$ cat config.mk
export PLATFORM = sky130hd
export DESIGN_NAME = page_mmu
export DESIGN_NICKNAME = d
export VERILOG_FILES = /design/src/rtl/mmu_pkg.sv /design/src/rtl/mmu_page_regs.sv /design/src/rtl/mmu_perm_check.sv /design/src/rtl/page_mmu.sv
export SDC_FILE = /design/constraint.sdc
export NUM_CORES = 1
export LEC_CHECK = 0
export BUFFER_PORTS_ARGS = -buffer_cell sky130_fd_sc_hd__buf_2
export CORE_UTILIZATION = 40
export CTS_BUF_LIST = sky130_fd_sc_hd__clkbuf_4
export DETAILED_ROUTE_END_ITERATION = 10
export GPL_TIMING_DRIVEN = 1
export SLEW_MARGIN = 20
export SYNTH_ARGS = -nofsm -noshare
export SYNTH_HDL_FRONTEND = slang
export SYNTH_HIERARCHICAL = 1
export SYNTH_SLANG_ARGS = --single-unit
$ cat constraint.sdc
create_clock -name clk -period 1.6 [get_ports clk]
set_input_delay 0.16 -clock clk [delete_from_list [all_inputs] [get_ports clk]]
set_output_delay 0.16 -clock clk [all_outputs]
set_load 0.05 [all_outputs]
$ cat src/rtl/mmu_pkg.sv
// Shared types for the page-register translator.
// Assumes a three-bit rights field and a two-bit access code.
package mmu_pkg;

    typedef enum logic [1:0] {
        ACC_READ  = 2'b00,
        ACC_WRITE = 2'b01,
        ACC_FETCH = 2'b10,
        ACC_RSVD  = 2'b11
    } acc_t;

    typedef struct packed {
        logic r;
        logic w;
        logic x;
    } perm_t;

endpackage

$ cat src/rtl/mmu_page_regs.sv
// Page register file: one frame number and one rights field per page.
// Loaded one entry per clock through a write strobe; read combinationally.
// Assumes a synchronous active-low reset that clears every entry.
module mmu_page_regs #(
    parameter int PAGE_BITS = 3,
    parameter int FRAME_W   = 5
) (
    input  logic                 clk,
    input  logic                 rst_n,
    input  logic                 ld_en,
    input  logic [PAGE_BITS-1:0] ld_idx,
    input  logic [FRAME_W-1:0]   ld_frame,
    input  mmu_pkg::perm_t       ld_perm,
    input  logic [PAGE_BITS-1:0] rd_idx,
    output logic [FRAME_W-1:0]   rd_frame,
    output mmu_pkg::perm_t       rd_perm
);
    import mmu_pkg::*;

    localparam int NUM_PAGES = 1 << PAGE_BITS;

    logic [FRAME_W-1:0] frame_q [NUM_PAGES];
    perm_t              perm_q  [NUM_PAGES];

    for (genvar i = 0; i < NUM_PAGES; i++) begin : g_entry
        // Hold or reload one entry
        always_ff @(posedge clk) begin
            if (!rst_n) begin
                frame_q[i] <= '0;
                perm_q[i]  <= '0;
            end else if (ld_en && (ld_idx == PAGE_BITS'(i))) begin
                frame_q[i] <= ld_frame;
                perm_q[i]  <= ld_perm;
            end
        end


        others_hold_chk: assert property (@(posedge clk) disable iff (!rst_n)
            !(ld_en && (ld_idx == PAGE_BITS'(i))) |=>
                ($stable(frame_q[i]) && $stable(perm_q[i])));
    end

    // Select the entry for the current page
    always_comb begin
        rd_frame = frame_q[rd_idx];
        rd_perm  = perm_q[rd_idx];
    end


    load_lands_chk: assert property (@(posedge clk) disable iff (!rst_n)
        ld_en |=> (frame_q[$past(ld_idx)] == $past(ld_frame)) &&
                  (perm_q[$past(ld_idx)] == $past(ld_perm)));

endmodule

$ cat src/rtl/mmu_perm_check.sv
// Rights checker: compares the proposed use with the page's rights.
// Purely combinational; the clock only serves the local assertions.
module mmu_perm_check (
    input  logic           clk,
    input  logic           rst_n,
    input  logic [1:0]     acc,
    input  mmu_pkg::perm_t perm,
    output logic           trap
);
    import mmu_pkg::*;

    // Pick the right the access needs and flag its absence
    always_comb begin
        case (acc_t'(acc))
            ACC_READ:  trap = !perm.r;
            ACC_WRITE: trap = !perm.w;
            ACC_FETCH: trap = !perm.x;
            default:   trap = 1'b1;
        endcase
    end


    reserved_traps_chk: assert property (@(posedge clk) disable iff (!rst_n)
        (acc == 2'b11) |-> trap);


    no_rights_traps_chk: assert property (@(posedge clk) disable iff (!rst_n)
        (perm == 3'b000) |-> trap);

endmodule

$ cat src/rtl/page_mmu.sv
// Top of the translator: splits the virtual address into page and offset,
// looks up the page register, splices in the frame and checks rights.
// Assumes the processor holds va/acc stable while it uses pa/trap.
module page_mmu #(
    parameter int VA_W      = 16,
    parameter int PAGE_BITS = 3,
    parameter int FRAME_W   = 5
) (
    input  logic                       clk,
    input  logic                       rst_n,
    input  logic [VA_W-1:0]            va,
    input  logic [1:0]                 acc,
    output logic [FRAME_W+VA_W-PAGE_BITS-1:0] pa,
    output logic                       trap,
    input  logic                       ld_en,
    input  logic [PAGE_BITS-1:0]       ld_idx,
    input  logic [FRAME_W-1:0]         ld_frame,
    input  logic [2:0]                 ld_perm
);
    import mmu_pkg::*;

    localparam int OFFS_W = VA_W - PAGE_BITS;
    localparam int PA_W   = FRAME_W + OFFS_W;

    logic [PAGE_BITS-1:0] va_page;
    logic [OFFS_W-1:0]    va_offs;
    logic [FRAME_W-1:0]   sel_frame;
    perm_t                sel_perm;

    // Split the virtual address
    always_comb begin
        va_page = va[VA_W-1:OFFS_W];
        va_offs = va[OFFS_W-1:0];
    end

    mmu_page_regs #(
        .PAGE_BITS(PAGE_BITS),
        .FRAME_W  (FRAME_W)
    ) u_regs (
        .clk     (clk),
        .rst_n   (rst_n),
        .ld_en   (ld_en),
        .ld_idx  (ld_idx),
        .ld_frame(ld_frame),
        .ld_perm (perm_t'(ld_perm)),
        .rd_idx  (va_page),
        .rd_frame(sel_frame),
        .rd_perm (sel_perm)
    );

    mmu_perm_check u_chk (
        .clk  (clk),
        .rst_n(rst_n),
        .acc  (acc),
        .perm (sel_perm),
        .trap (trap)
    );

    // Splice frame above the untouched offset
    always_comb begin
        pa = {sel_frame, va_offs};
    end


    reset_traps_chk: assert property (@(posedge clk) disable iff (!rst_n)
        $past(!rst_n) |-> trap);


    frame_route_chk: assert property (@(posedge clk) disable iff (!rst_n)
        ld_en |=> (va_page != $past(ld_idx)) ||
                  (pa[PA_W-1:OFFS_W] == $past(ld_frame)));

endmodule

# After elaboration in Yosys (flattened, before gate mapping)
# Memories as Yosys holds them, arrays and structs flattened.
# Cells that the tools add are included.
[totals] reg_bits=0 ramBits=64 in_bits=32 output_inout_bits=19 elab_cells=82 mem_count=2
[classes] n_eq_ne=9 n_mux=42 bitwise=16 reduce_logical=13
[mem_list] memory="u_regs.frame_q" words=8 width=5 rd=1 rd_clocked_by_memory_dff=0 write_ports=8 line="mmu_page_regs.sv:22" text="logic [FRAME_W-1:0] frame_q [NUM_PAGES];"
[mem_list] memory="u_regs.perm_q" words=8 width=3 rd=1 rd_clocked_by_memory_dff=0 write_ports=8 line="mmu_page_regs.sv:23" text="perm_t perm_q [NUM_PAGES];"
[ops] operator="$mux 5" count=8
[ops] operator="$mux 1" count=25
[ops] operator="$mux 3" count=8
[ops] operator="$or 1x1->1" count=16
[ops] operator="$eq 3x3->1 const B" count=4
[ops] operator="$logic_and 1x1->1" count=8
[ops] operator="$eq 3x2->1 const B" count=2
[ops] operator="$eq 3x1->1 const B" count=1
[ops] operator="$logic_not 1->1" count=3
[ops] operator="$logic_not 3->1" count=1
[ops] operator="$pmux 1 s3" count=1
[ops] operator="$eq 2x1->1 const B" count=1
[ops] operator="$eq 2x2->1 const B" count=1
[ops] operator="$logic_not 2->1" count=1

# Longest topological paths before layout
# Gate-level depths: netlist of the first run.
[logic_depth] depth_word=6 ltp_mapped=6 mapped_depth_nobuf=4

# Cells and area by module
# Netlist of the first run, hierarchy kept.
[modules_own_cells] mod="mmu_page_regs" instances=1 cells_each=196 area_each_um2=2989.1 seq_area_each_um2=1921.8
[modules_own_cells] mod="page_mmu" instances=1 cells_each=13 area_each_um2=97.6 seq_area_each_um2=0.0
[modules_own_cells] mod="mmu_perm_check" instances=1 cells_each=3 area_each_um2=25.0 seq_area_each_um2=0.0

# Least setup slack after synthesis of the first run
# No wires, ideal clock.
[synth_path] kind="input to output" startpoint="input va[13]" endpoint="output trap" arrival_ps=1734 required_ps=1440 setup_slack_ps=-294 path_stages=6 n_path_buf=2 cell_sequence="buf_6 buf_12 mux4_1 mux2_2 mux2i_1 o21a_1"
[synth_lines] item="start, declared" line="page_mmu.sv:11" text="input logic [VA_W-1:0] va,"
[synth_lines] item="end, declared" line="page_mmu.sv:14" text="output logic trap,"

==> results.md, run 1 <==
* Post-Syn Nets at approximately 240
* GPL Wtd Cong at about 0.75
* CTS Buf Count at 9
* # rows at 31
* Measured slew at the worst slew-check pin at about 0.3 ns
* RSZ-0062 raised after global routing: yes
* Grt ovf at 0
* Number of enable flip-flop cells after synthesis at 64
* Sw frac at 25.9%
* Total core area at 7370 um2
* Initial Util at between 40% and 50%
* Final Max Tran Viols at 0
* Drt pass-1 iters at 4
* Ys Warns at 6
* CTS HTree Levels at 3
* Critical path buffers and inverters at 1
* Critical path fanouts, max at 1
* Status: finished with violations
* Nets at 277
* CP required at 1.44 ns
* Top cell type's share of synthesized area at 61.8%
* Area grow syn2layout at 16.1%
* Clk sinks at between 60 and 70
* Clock share of power at 29.1%
* VDD IR max at between 400 and 500 uV
* Post-route DRC at 0
* Post-DP HPWL at 4.63 mm
* Sequential power share at a little over half
* Antenna violations before repair at 0
* Die X at about 90 um
* CP cell instances: mux4_2, mux2_4, mux2i_1, o21a_2, buf_8
* Via count at around 1.9k
* Post-Place Cells at 333
* Vias per inst at 5.50
* Drt wl/cell at 19.3 um
* Async S/R FF share, synth at 0%
* Cell at the slowest stage of the critical path: mux4_2
* Proportion of layout cells with a drive suffix above 1 at 38.0%
* Worst setup startpoint: u_regs/perm_q[0][1]
* Slowest stage delay, CP at roughly 0.47 ns
* Count leader, synth: edfxtp_1
* Overall routing resource usage at 18.2%
* Mapped Cells at roughly 210
* # Post-CTS Setup Buffers at 0
* Fmax at about 470 MHz
* Sw power at 937 uW
* Final period demand of the worst path at ~2.1 ns
* WL final at 6.74 mm
* Cell taking the most area after synthesis: edfxtp_1
* Leak pwr at 0.00125 uW
* Root buf cell: clkbuf_4
* Final hold violation count at 0
* Mapped Avg Cell Area at 14.7 um2
* Hold_sp: rst_n
* # IOs at between 50 and 60
* Die Height at approximately 90 um
* Final instance area at 3610 um2
* Seq/Total Area, Yosys at 61.8%
* Antenna Nets Post-Route at 0
* CTS tree: built
* Total of max-cap violations at 0
* Prevailing post-synth register cell: edfxtp_1
* Worst-path clk slew at 0.10 ns
* Iter 0 DRT Violations at 111
* Seq cells post-synth at 64
* Vias in the first global route at 1986
* Largest net degree at the start of global routing at 33
* Pwr/cell area at 1000 nW/um2
* Synth cell types at 21
* Post-Syn Area at approximately 3100 um2
* Die ar. at 8140 um2
* Most instantiated cells after synthesis: 64 x edfxtp_1, 48 x nor3_1, 16 x nor4_1, 15 x mux4_1, 14 x clkbuf_1
* ANT cells at 0
* Largest cells by area after synthesis: edfxtp_1 62%, mux4_1 13%, nor3_1 7.7%, nor4_1 3.2%, buf_4 3.1%
* Placed inst area at roughly 3400 um2
* Final setup fails at 6
* Worst setup margin at -0.531 ns
* Logic pwr share at 16.0%
* Power Internal at 2680 uW
* Relative slew slack at 79.4%
* Port bufs at 24
* Crit path DAT at 1.97 ns
* Failing checks: negative setup slack
* Fin util at around 49%
* CP Class: reg -> out
* CP delay by family, top: multiplexers
* Nature of the critical path startpoint: register
* Final Cycle Share at 133%
* Crit end category: primary output
* First-pass GRT wire length at approximately 11 mm
* Hold crit path type: in -> reg
* Buffer depth of the longest clock path at 2
* Post-Layout Cell Count at between 300 and 400
[power by group through the flow]
stage / sequential [uW] / combinational (uW) / clock, uW
2_1_floorplan: 2000 / 422 / 0
3_3_place_gp: 2020 / 507 / 0
3_5_place_dp: 2020 / 511 / 0
4_1_cts: 1990 / 567 / 1060
5_1_grt: 1990 / 618 / 1140
6_report: 1980 / 578 / 1050
[state kept, by name, indices dropped and copies added, names as in the netlist]
register / cells
u_regs/frame_q: 40
u_regs/perm_q: 24
[cell type report]
| type | instances | area [um2] |
|---|---|---|
| clock buffer | 9 | 67.6 |
| clock inverter | 7 | 62.6 |
| fill | 652 | 3760 |
| inverter | 8 | 30.0 |
| multi-input combinational | 106 | 941 |
| sequential | 64 | 1920 |
| tap | 99 | 124 |
| timing repair buffer | 56 | 467 |
[final timing paths]
| check | endpoint | slack, ns | cells past startpoint |
|---|---|---|---|
| hold / removal | u_regs/frame_q[4][4] | 0.16 | 2 |
| setup / recovery | trap | -0.53 | 5 |
[repair_timing]
| action | CTS | global route |
|---|---|---|
| resized for setup | 27 | 6 |
| endpoints found under the setup margin | 6 | 6 |
| pin swaps | 1 | 0 |
| gates cloned | 0 | 0 |
| hold buffers | 0 | 0 |
| hold endpoints to repair | 0 | 0 |
[metal layers]
layer | GRT usage (%) | vias to the layer above | wire (um)
met5 | 0 | - | 0
met4 | 6.85 | 0 | 85
met3 | 3.21 | 6 | 274
met2 | 29.3 | 58 | 3370
met1 | 24.7 | 961 | 3010
li1 | - | 894 | -
[stage by stage]
step / TNS (ns) / hold WS [ns] / setup slack (ns) / power (uW)
after floorplan: -0.108 / 0.487 / -0.108 / 2430
after global placement: -1.18 / 0.320 / -0.267 / 2520
after CTS: -2.03 / 0.142 / -0.559 / 3610
final: -1.88 / 0.164 / -0.531 / 3610
after global routing: -2.26 / 0.150 / -0.648 / 3750
after detailed placement: -1.24 / 0.320 / -0.297 / 2530
[logic make-up after synthesis]
group                  after synthesis  synth area share [%]
and+or+nand+nor                     72                  12.4
AOI/OAI and AO/OA                    9                  1.69
muxes                               25                  16.6
DFF                                 64                  61.8
buffers and inverters               42                  7.52
[cell usage in the layout, fill, tap and decap left out]
| cell type | netlist | layout |
|---|---|---|
| mux2_2 | 8 | 2 |
| nand3_1 | 1 | 1 |
| buf_8 | 0 | 5 |
| mux2_4 | 0 | 6 |
| buf_4 | 13 | 28 |
| nand2_1 | 2 | 2 |
| buf_6 | 1 | 1 |
| mux4_1 | 15 | 2 |
| nand3b_1 | 2 | 2 |
| bufinv_16 | 0 | 1 |
| o21a_2 | 0 | 1 |
| buf_12 | 1 | 4 |
| clkinv_2 | 0 | 2 |
| inv_1 | 8 | 8 |
| o21ai_0 | 6 | 6 |
| clkinv_1 | 0 | 2 |
| mux4_2 | 1 | 14 |
| nor4_1 | 16 | 16 |
| clkbuf_4 | 0 | 9 |
| o31ai_2 | 0 | 2 |
| buf_2 | 3 | 18 |
| mux2i_1 | 1 | 1 |
| edfxtp_1 | 64 | 64 |
| nor3_1 | 48 | 48 |
| clkinvlp_4 | 0 | 2 |
| nand2b_1 | 3 | 3 |
Note: power is estimated with default switching activity, not from simulation.
==> inputs of run 2 (changes only) <==
- RECOVER_POWER: default -> 50
- SETUP_SLACK_MARGIN: default -> 0.3
==> run 2 against run 1 <==
Against the previous run:
- the run still ends with negative setup slack left
- largest power group unchanged
- worst hold slack better by 0.11 ns
- flip-flop and latch count unchanged
- design area down 2.4%
- sequential share of layout area up 1.3 points
==> results.md, run 2 (synthesis results as in run 1) <==
* Antenna Nets Post-Route at 0
* Placed inst area at 3420 um2
* Hold crit path type: in -> reg
* Critical path fanouts, max at 1
* # IOs at 51
* # Post-CTS Setup Buffers at 0
* Root buf cell: clkbuf_4
* CP required at 1.44 ns
* CTS tree: built
* Crit end category: primary output
* Total core area at 7370 um2
* Final period demand of the worst path at between 2 and 2.5 ns
* Min Hold Slack at about 0.27 ns
* CTS Buf Count at 9
* Final setup fails at 6
* Largest net degree at the start of global routing at 33
* Initial Util at 42.2%
* Grt ovf at 0
* Most frequent cells in the layout: 64 x edfxtp_1, 48 x nor3_1, 19 x buf_4
* Port bufs at 24
* Clk sinks at 64
* Drt pass-1 iters at 4
* First-pass GRT wire length at 11.1 mm
* Nets at 273
* Sw frac at 25.8%
* Final Max Tran Viols at 0
* Final Cycle Share at 135%
* Failing checks: negative setup slack
* Drt wl/cell at 20.1 um
* Power Internal at around 2700 uW
* Nature of the critical path startpoint: register
* CP Class: reg -> out
* Sw power at 929 uW
* Post-route DRC at 0
* ANT cells at 0
* Hold Buf Count CTS at 0
* # fillers at 679
* Reg with most FFs: u_regs/frame_q
* Die Height at 90.2 um
* Sequential power share at 55.1%
* Relative slew slack at 49.7%
* Clock share of power at 29.6%
* Antenna violations before repair at 0
* Total of max-cap violations at 0
* Final instance area at 3530 um2
* RSZ-0062 raised after global routing: yes
* Final hold violation count at 0
* Worst-path clk slew at 0.11 ns
* Measured slew at the worst slew-check pin at 0.747 ns
* Vias in the first global route at 1968
* Post-Place Worst Slack at -0.301 ns
* Pwr/cell area at 1020 nW/um2
* Post-DP HPWL at 4.68 mm
* Buffer depth of the longest clock path at 2
* Crit path DAT at 2.00 ns
* Max FFs per register at 40
* WL final at 6.92 mm
* GPL Wtd Cong at 0.736
* Via count at 1906
* Status: finished with violations
* Worst setup margin at -0.563 ns
* Overall routing resource usage at 18.4%
* Logic pwr share at roughly 15%
* Die X at 90.2 um
* Vias per inst at around 5.5
* # rows at 31
* Fin util at around 48%
* Most common library cell in the layout ignoring fill and taps: edfxtp_1
* Fmax at 462 MHz
* VDD IR max at between 500 and 600 uV
* Die ar. at slightly above 8000 um2
* Leak pwr at 0.00120 uW
* CTS HTree Levels at 3
* Area grow syn2layout at 13.3%
* Proportion of layout cells with a drive suffix above 1 at 34.1%
* Largest regs: u_regs/frame_q: 40 flops, u_regs/perm_q: 24 flops
* Iter 0 DRT Violations at 123
-- run 2: worst max-delay path, cell delays in order, from the launching register on --
cell and delay (ns):
edfxtp_1 0.41, mux4_2 0.46, mux2_4 0.27, mux2i_1 0.15, o21a_2 0.16, buf_8 0.14
-- run 2: stage by stage --
step                      TNS [ns]  cells  power, uW
final                        -2.02    345       3600
after global routing         -2.38    345       3730
after CTS                    -2.18    345       3640
after detailed placement     -1.40    329       2530
after global placement       -1.33    329       2520
after floorplan             -0.108    212       2430
-- run 2: path summary, 6_finish.rpt --
kind | startpoint | end | cells past startpoint
setup / recovery | u_regs/perm_q[3][1] | trap | 5
hold / removal | ld_frame[3] | u_regs/frame_q[2][3] | 3
-- run 2: final cells by class --
class	count	area [um2]	share of cell area (%)
Sequential cell	64	1920	54.5
Clock inverter	6	60.1	1.70
Tap cell	99	124	3.51
Multi-Input combinational cell	106	942	26.7
Inverter	8	30.0	0.851
Clock buffer	10	75.1	2.13
Timing Repair Buffer	52	374	10.6
-- run 2: power by group through the flow --
stage | Sequential (uW) | Combinational (uW) | Clock (uW)
finish | 1990 | 549 | 1070
detailed placement | 2020 | 509 | 0
global placement | 2020 | 501 | 0
global route | 2000 | 581 | 1150
CTS | 1990 | 565 | 1080
floorplan | 2000 | 431 | 0
-- run 2: repair_timing --
item | 4_1_cts | 5_1_grt
gates cloned | 0 | 0
setup endpoints to repair | 6 | 6
gates resized for setup | 28 | 1
pin swaps | 1 | 0
-- run 2: layer usage --
metal | track usage (%) | wire length (um)
met5 | 0 | 0
met4 | 7.39 | 110
met3 | 4.99 | 298
met2 | 29.7 | 3570
met1 | 23.7 | 2940
